`src/rtl/dmarq_pkg.sv`:
```
package dmarq_pkg;
  localparam int WORD_W  = 32;
  localparam int MODE_B  = 8;
  localparam int STAT_LO = 16;

  typedef enum logic {
    MODE_LATCHED = 1'b0,
    MODE_PULSED  = 1'b1
  } dmarq_mode_e;
endpackage

```
`src/rtl/dmarq_ctrl_regs.sv`:
```
module dmarq_ctrl_regs
  import dmarq_pkg::*;
#(
  parameter int NUM_SRC = 8
) (
  input  logic               clk,
  input  logic               rst,
  input  logic               wr_en,
  input  logic [NUM_SRC-1:0] wr_en_field,
  input  logic               wr_mode_bit,
  input  logic [NUM_SRC-1:0] wr_stat_field,
  output logic [NUM_SRC-1:0] en_q,
  output dmarq_mode_e        mode_q,
  output logic [NUM_SRC-1:0] clr_pulse
);
  always_ff @(posedge clk) begin
    if (rst) begin
      en_q   <= '0;
      mode_q <= MODE_LATCHED;
    end else if (wr_en) begin
      en_q   <= wr_en_field;
      mode_q <= dmarq_mode_e'(wr_mode_bit);
    end
  end

  assign clr_pulse = wr_stat_field & {NUM_SRC{wr_en}};
endmodule

```
`src/rtl/dmarq_src_slot.sv`:
```
module dmarq_src_slot
  import dmarq_pkg::*;
(
  input  logic        clk,
  input  logic        rst,
  input  dmarq_mode_e mode,
  input  logic        enable,
  input  logic        done,
  input  logic        clr,
  input  logic        ack,
  output logic        flag_q,
  output logic        req_q
);
  logic set;
  logic flag_d;
  logic ack_seen_q;
  logic ack_any;

  assign set     = done & enable;
  assign flag_d  = set | (flag_q & ~clr);
  assign ack_any = ack | ack_seen_q;

  always_ff @(posedge clk) begin
    if (rst) begin
      flag_q     <= 1'b0;
      req_q      <= 1'b0;
      ack_seen_q <= 1'b0;
    end else begin
      flag_q <= flag_d;
      if (set) begin
        req_q      <= 1'b1;
        ack_seen_q <= 1'b0;
      end else if (req_q) begin
        if (mode == MODE_PULSED) begin
          if (ack) req_q <= 1'b0;
          ack_seen_q <= 1'b0;
        end else if (ack_any && !flag_d) begin
          req_q      <= 1'b0;
          ack_seen_q <= 1'b0;
        end else begin
          ack_seen_q <= ack_any;
        end
      end else begin
        ack_seen_q <= 1'b0;
      end
    end
  end
endmodule

```
`src/rtl/dmarq_readback.sv`:
```
module dmarq_readback
  import dmarq_pkg::*;
#(
  parameter int NUM_SRC = 8
) (
  input  logic [NUM_SRC-1:0] en,
  input  dmarq_mode_e        mode,
  input  logic [NUM_SRC-1:0] flags,
  output logic [WORD_W-1:0]  word
);
  always_comb begin
    word = '0;
    word[NUM_SRC-1:0]          = en;
    word[MODE_B]               = mode;
    word[STAT_LO +: NUM_SRC]   = flags;
  end
endmodule

```
`src/rtl/dmarq_gen.sv`:
```
module dmarq_gen
  import dmarq_pkg::*;
#(
  parameter int NUM_SRC = 8
) (
  input  logic               clk,
  input  logic               rst,
  input  logic [NUM_SRC-1:0] chain_done,
  input  logic [NUM_SRC-1:0] dma_ack,
  input  logic               wr_en,
  input  logic [31:0]        wr_data,
  output logic [31:0]        rd_data,
  output logic [NUM_SRC-1:0] dma_req
);
  logic [NUM_SRC-1:0] en_q;
  dmarq_mode_e        mode_q;
  logic [NUM_SRC-1:0] clr_pulse;
  logic [NUM_SRC-1:0] flags;
  logic               unused_wr_bits;

  assign unused_wr_bits = ^wr_data;

  dmarq_ctrl_regs #(.NUM_SRC(NUM_SRC)) u_regs (
    .clk           (clk),
    .rst           (rst),
    .wr_en         (wr_en),
    .wr_en_field   (wr_data[NUM_SRC-1:0]),
    .wr_mode_bit   (wr_data[MODE_B]),
    .wr_stat_field (wr_data[STAT_LO +: NUM_SRC]),
    .en_q          (en_q),
    .mode_q        (mode_q),
    .clr_pulse     (clr_pulse)
  );

  for (genvar g = 0; g < NUM_SRC; g++) begin : g_slot
    dmarq_src_slot u_slot (
      .clk    (clk),
      .rst    (rst),
      .mode   (mode_q),
      .enable (en_q[g]),
      .done   (chain_done[g]),
      .clr    (clr_pulse[g]),
      .ack    (dma_ack[g]),
      .flag_q (flags[g]),
      .req_q  (dma_req[g])
    );
  end

  dmarq_readback #(.NUM_SRC(NUM_SRC)) u_rb (
    .en    (en_q),
    .mode  (mode_q),
    .flags (flags),
    .word  (rd_data)
  );
endmodule

```
`config.mk`:
```
export PLATFORM = sky130hd
export DESIGN_NAME = dmarq_gen
export DESIGN_NICKNAME = d
export VERILOG_FILES = /design/src/rtl/dmarq_pkg.sv /design/src/rtl/dmarq_ctrl_regs.sv /design/src/rtl/dmarq_src_slot.sv /design/src/rtl/dmarq_readback.sv /design/src/rtl/dmarq_gen.sv
export SDC_FILE = /design/constraint.sdc
export NUM_CORES = 1
export LEC_CHECK = 0
export BUFFER_PORTS_ARGS = -buffer_cell sky130_fd_sc_hd__buf_4
export CAP_MARGIN = 20
export CORE_MARGIN = 10
export CORE_UTILIZATION = 47
export CTS_CLUSTER_DIAMETER = 30
export CTS_CLUSTER_SIZE = 14
export DETAILED_ROUTE_END_ITERATION = 6
export GPL_TIMING_DRIVEN = 0
export PLACE_DENSITY_LB_ADDON = 0.15
export SYNTH_ARGS = -nofsm -noshare
export SYNTH_HDL_FRONTEND = slang
export SYNTH_SLANG_ARGS = --single-unit
```
`constraint.sdc`:
```
create_clock -name clk -period 1.8 [get_ports clk]
set_input_delay 0.18 -clock clk [delete_from_list [all_inputs] [get_ports clk]]
set_output_delay 0.18 -clock clk [all_outputs]
set_load 0.03 [all_outputs]
```
==> results.yml <==
clocking:
  clk_path_buf_depth: 2
  cts_made_buffers: 5
  cts.repair.resized: 0
  cts_hold_buffers: 0
  cts.reportedPaths.clkPinSlew_ns: 0.10
  cts.sinks: 33
  clock_latency_ns: 0.34
  cts_setup_buffers: 0
  tritoncts_clock_tree: "built"
  ctsRootBufferMaster: "clkbuf_4"
  htree_num_levels: 2
place:
  port_buffers: 58
  placed_cells_incl_taps: 306
  hpwlAfterDp_um: 3320
  gp_congestion: 0.705
die:
  die_x_um: 79.1
  dieHeight_um: 79.1
  design.die.area_um2: 6260
  total_number_of_placement_rows: 21
  pin_count: 91
  start_util: 0.489
  core_region_area_um2: 3360
worst_setup_path:
  ff2ff_setup_slack_ns: 0.58
  worst-endpoint-required_ns: 1.62
  worstRegToRegCells: 4
  regToRegEndpoint: "g_slot[7].u_slot.req_q$_SDFF_PP0_"
  r2r-start: "u_regs.mode_q$_SDFFE_PP0P_"
  critPathMaxFanout: 10
  criticalPathCategory: "reg -> out"
  cp_data_arrival_time_ns: 1.16
  critical_path.startpoint_type: "flip-flop"
  endpoint_kind: "primary output"
sta:
  layout_min_cycle_time_ns: 1.34
  clock-skew-final_ns: 0.00721
  grt_setup_unrepaired: "false"
  setup-tns-final_ns: 0
  finalCritPeriodShare: 0.743
  finalMaxSlewViolations: 0
  max_freq_mhz: 748
  worst_pin_slew_ns: 0.549
  finalSetupViolations: 0
  timing_hold_violations_final: 0
  relSlewSlack: 0.634
global_route:
  antenna_violations_before_repair: 0
  grt_pass1_vias: 1484
  grt_first_pass_wirelength_um: 6750
  gr-total-overflow: 0
  largest_net_degree_at_the_start_of_global_routing: 11
  globalRouteTotalUtil: 0.134
layout:
  drive_above_1_share: 0.412
  finish.net_count: 318
  num_antenna_cells: 0
  layoutNonFillerInstCount: 313
  area_growth_pct: 36.5
yosys:
  seq_area_frac_synth: 0.402
  synth-edff-count: 0
  synth_flop_cell: "dfxtp_1"
  yosys-top-cells-area: "dfxtp_1 40%, buf_4 18%, mux2i_1 5.5%, nand2_1 5.5%, nand4b_1 4.3%"
  synth.cells.most_frequent: "40 x buf_4, 33 x dfxtp_1, 24 x nand2_1, 10 x nor2_1, 9 x mux2i_1"
  synth_largest_type_area_fraction: 0.402
  number_of_distinct_library_cells_after_synthesis: 20
  synth_warnings: 0
  synthArstFlopShare: 0
  syn_area_per_cell_um2: 8.75
  ys_ff_latch: 33
  synth.largest_area_cell: "dfxtp_1"
  synthMostInstantiatedCell: "buf_4"
  syn-instance-count: 188
  synthesis.area_um2: 1640
detailed_routing:
  initialDrtViolationCount: 78
  vias: 1464
  drt-total-wl_um: 4220
  viasPerCell: 4.68
  postRouteAntennaNets: 0
  drtPass1Iterations: 4
  remaining_drc_errors: 0
  routedWlPerCell_um: 13.5
power_and_ir_drop:
  power.ir.vdd_worst_uv: 384
  power_frac_seq: 0.499
  p_leak_nw: 1.05
  switching_share: 0.290
  power.density_cell_area_nw_per_um2: 695
  power.total_mw: 1.56
  cell_internal_pwr_mw: 1.11
  p_clk_frac: 0.276
  share_comb_of_total_power: 0.225
  netSwitchingPower_mw: 0.452
hold_path:
  timing.hold.worst.class: "in -> reg"
  hp-start: "rst"
  min_delay_path_depth: 2
  hold-path-endpoint: "g_slot[2].u_slot.req_q$_SDFF_PP0_"
run:
  drv_cap: 0
status:
  outcome: "finished, final reports clean"
-- worst max-delay path by stage --
| stage | depth (start not counted) | endpoint | slack [ns] | from |
|---|---|---|---|---|
| after floorplan | 3 | g_slot[7].u_slot.ack_seen_q$_SDFF_PP0_ | 0.80 | u_regs.mode_q$_SDFFE_PP0P_ |
| after global placement | 4 | g_slot[7].u_slot.req_q$_SDFF_PP0_ | 0.60 | u_regs.mode_q$_SDFFE_PP0P_ |
| after detailed placement | 4 | g_slot[7].u_slot.req_q$_SDFF_PP0_ | 0.62 | u_regs.mode_q$_SDFFE_PP0P_ |
| after CTS | 2 | rd_data[8] | 0.46 | u_regs.mode_q$_SDFFE_PP0P_ |
| after global routing | 2 | rd_data[8] | 0.41 | u_regs.mode_q$_SDFFE_PP0P_ |
| final | 2 | rd_data[8] | 0.46 | u_regs.mode_q$_SDFFE_PP0P_ |
-- power by group through the flow --
stage | Sequential (mW) | Clock (mW) | Combinational [mW]
after floorplan | 0.790 | 0 | 0.235
after global placement | 0.796 | 0 | 0.349
after detailed placement | 0.796 | 0 | 0.351
after CTS | 0.779 | 0.439 | 0.352
after global routing | 0.784 | 0.464 | 0.376
final | 0.780 | 0.430 | 0.351
-- layer usage --
layer,GRT usage,share of wire,up-vias
met5,0,0,-
met4,0.0663,0.017,0
met3,0.0709,0.11,8
met2,0.218,0.47,60
met1,0.139,0.40,652
li1,-,-,744
-- area by class of cell --
type                    instances  area [um2]
clock buffers                   7        55.1
plain buffers                  47         352
fillers                       320        1120
well taps                      46        57.6
repair buffers                 58         435
flip-flops and latches         33         661
multi-input cells             122         684
-- cells by family after synthesis --
group                  Yosys count  synth area share
AND/OR/NAND/NOR                 75             0.251
multiplexers                     9            0.0548
other                            1           0.00228
AO/OA/AOI/OAI                   23            0.0761
buffers and inverters           47             0.214
flip-flops                      33             0.402
-- through the flow --
step | area, um2 | hold WS (ns) | worst slack [ns] | utilization
global placement | 2190 | 0.387 | 0.601 | 0.651
finish | 2240 | 0.0225 | 0.463 | 0.667
CTS | 2240 | 0.0188 | 0.462 | 0.667
global route | 2240 | 0.0181 | 0.408 | 0.667
floorplan | 1700 | 0.327 | 0.795 | -
detailed placement | 2190 | 0.386 | 0.617 | 0.651
-- critical path, cell delays in order, from the launching register on --
cell and delay, ns:
dfxtp_1 0.51, buf_4 0.17, buf_4 0.15
-- flip-flops by register name (all words and copies together) (netlist names) --
| register | count |
|---|---|
| g_slot.u_slot.ack_seen_q | 8 |
| u_regs.en_q | 8 |
| g_slot.u_slot.flag_q | 8 |
| u_regs.mode_q | 1 |
| g_slot.u_slot.req_q | 8 |
-- cells in the final DEF, fill, tap and decap left out, drive strengths merged --
master  netlist  final
a31oi         8      8
o21ai         7      7
nor3          7      7
nand2b        8      8
nand3         8      8
mux2i         9      9
nor4b         1      1
nand3b        8      8
nor2         10     10
a21oi         8      8
or2           1      1
dfxtp        33     33
nand2        24     24
nand4b        8      8
clkbuf        3     10
conb          1     15
buf          44    102
(Power assumes the default switching activity.)
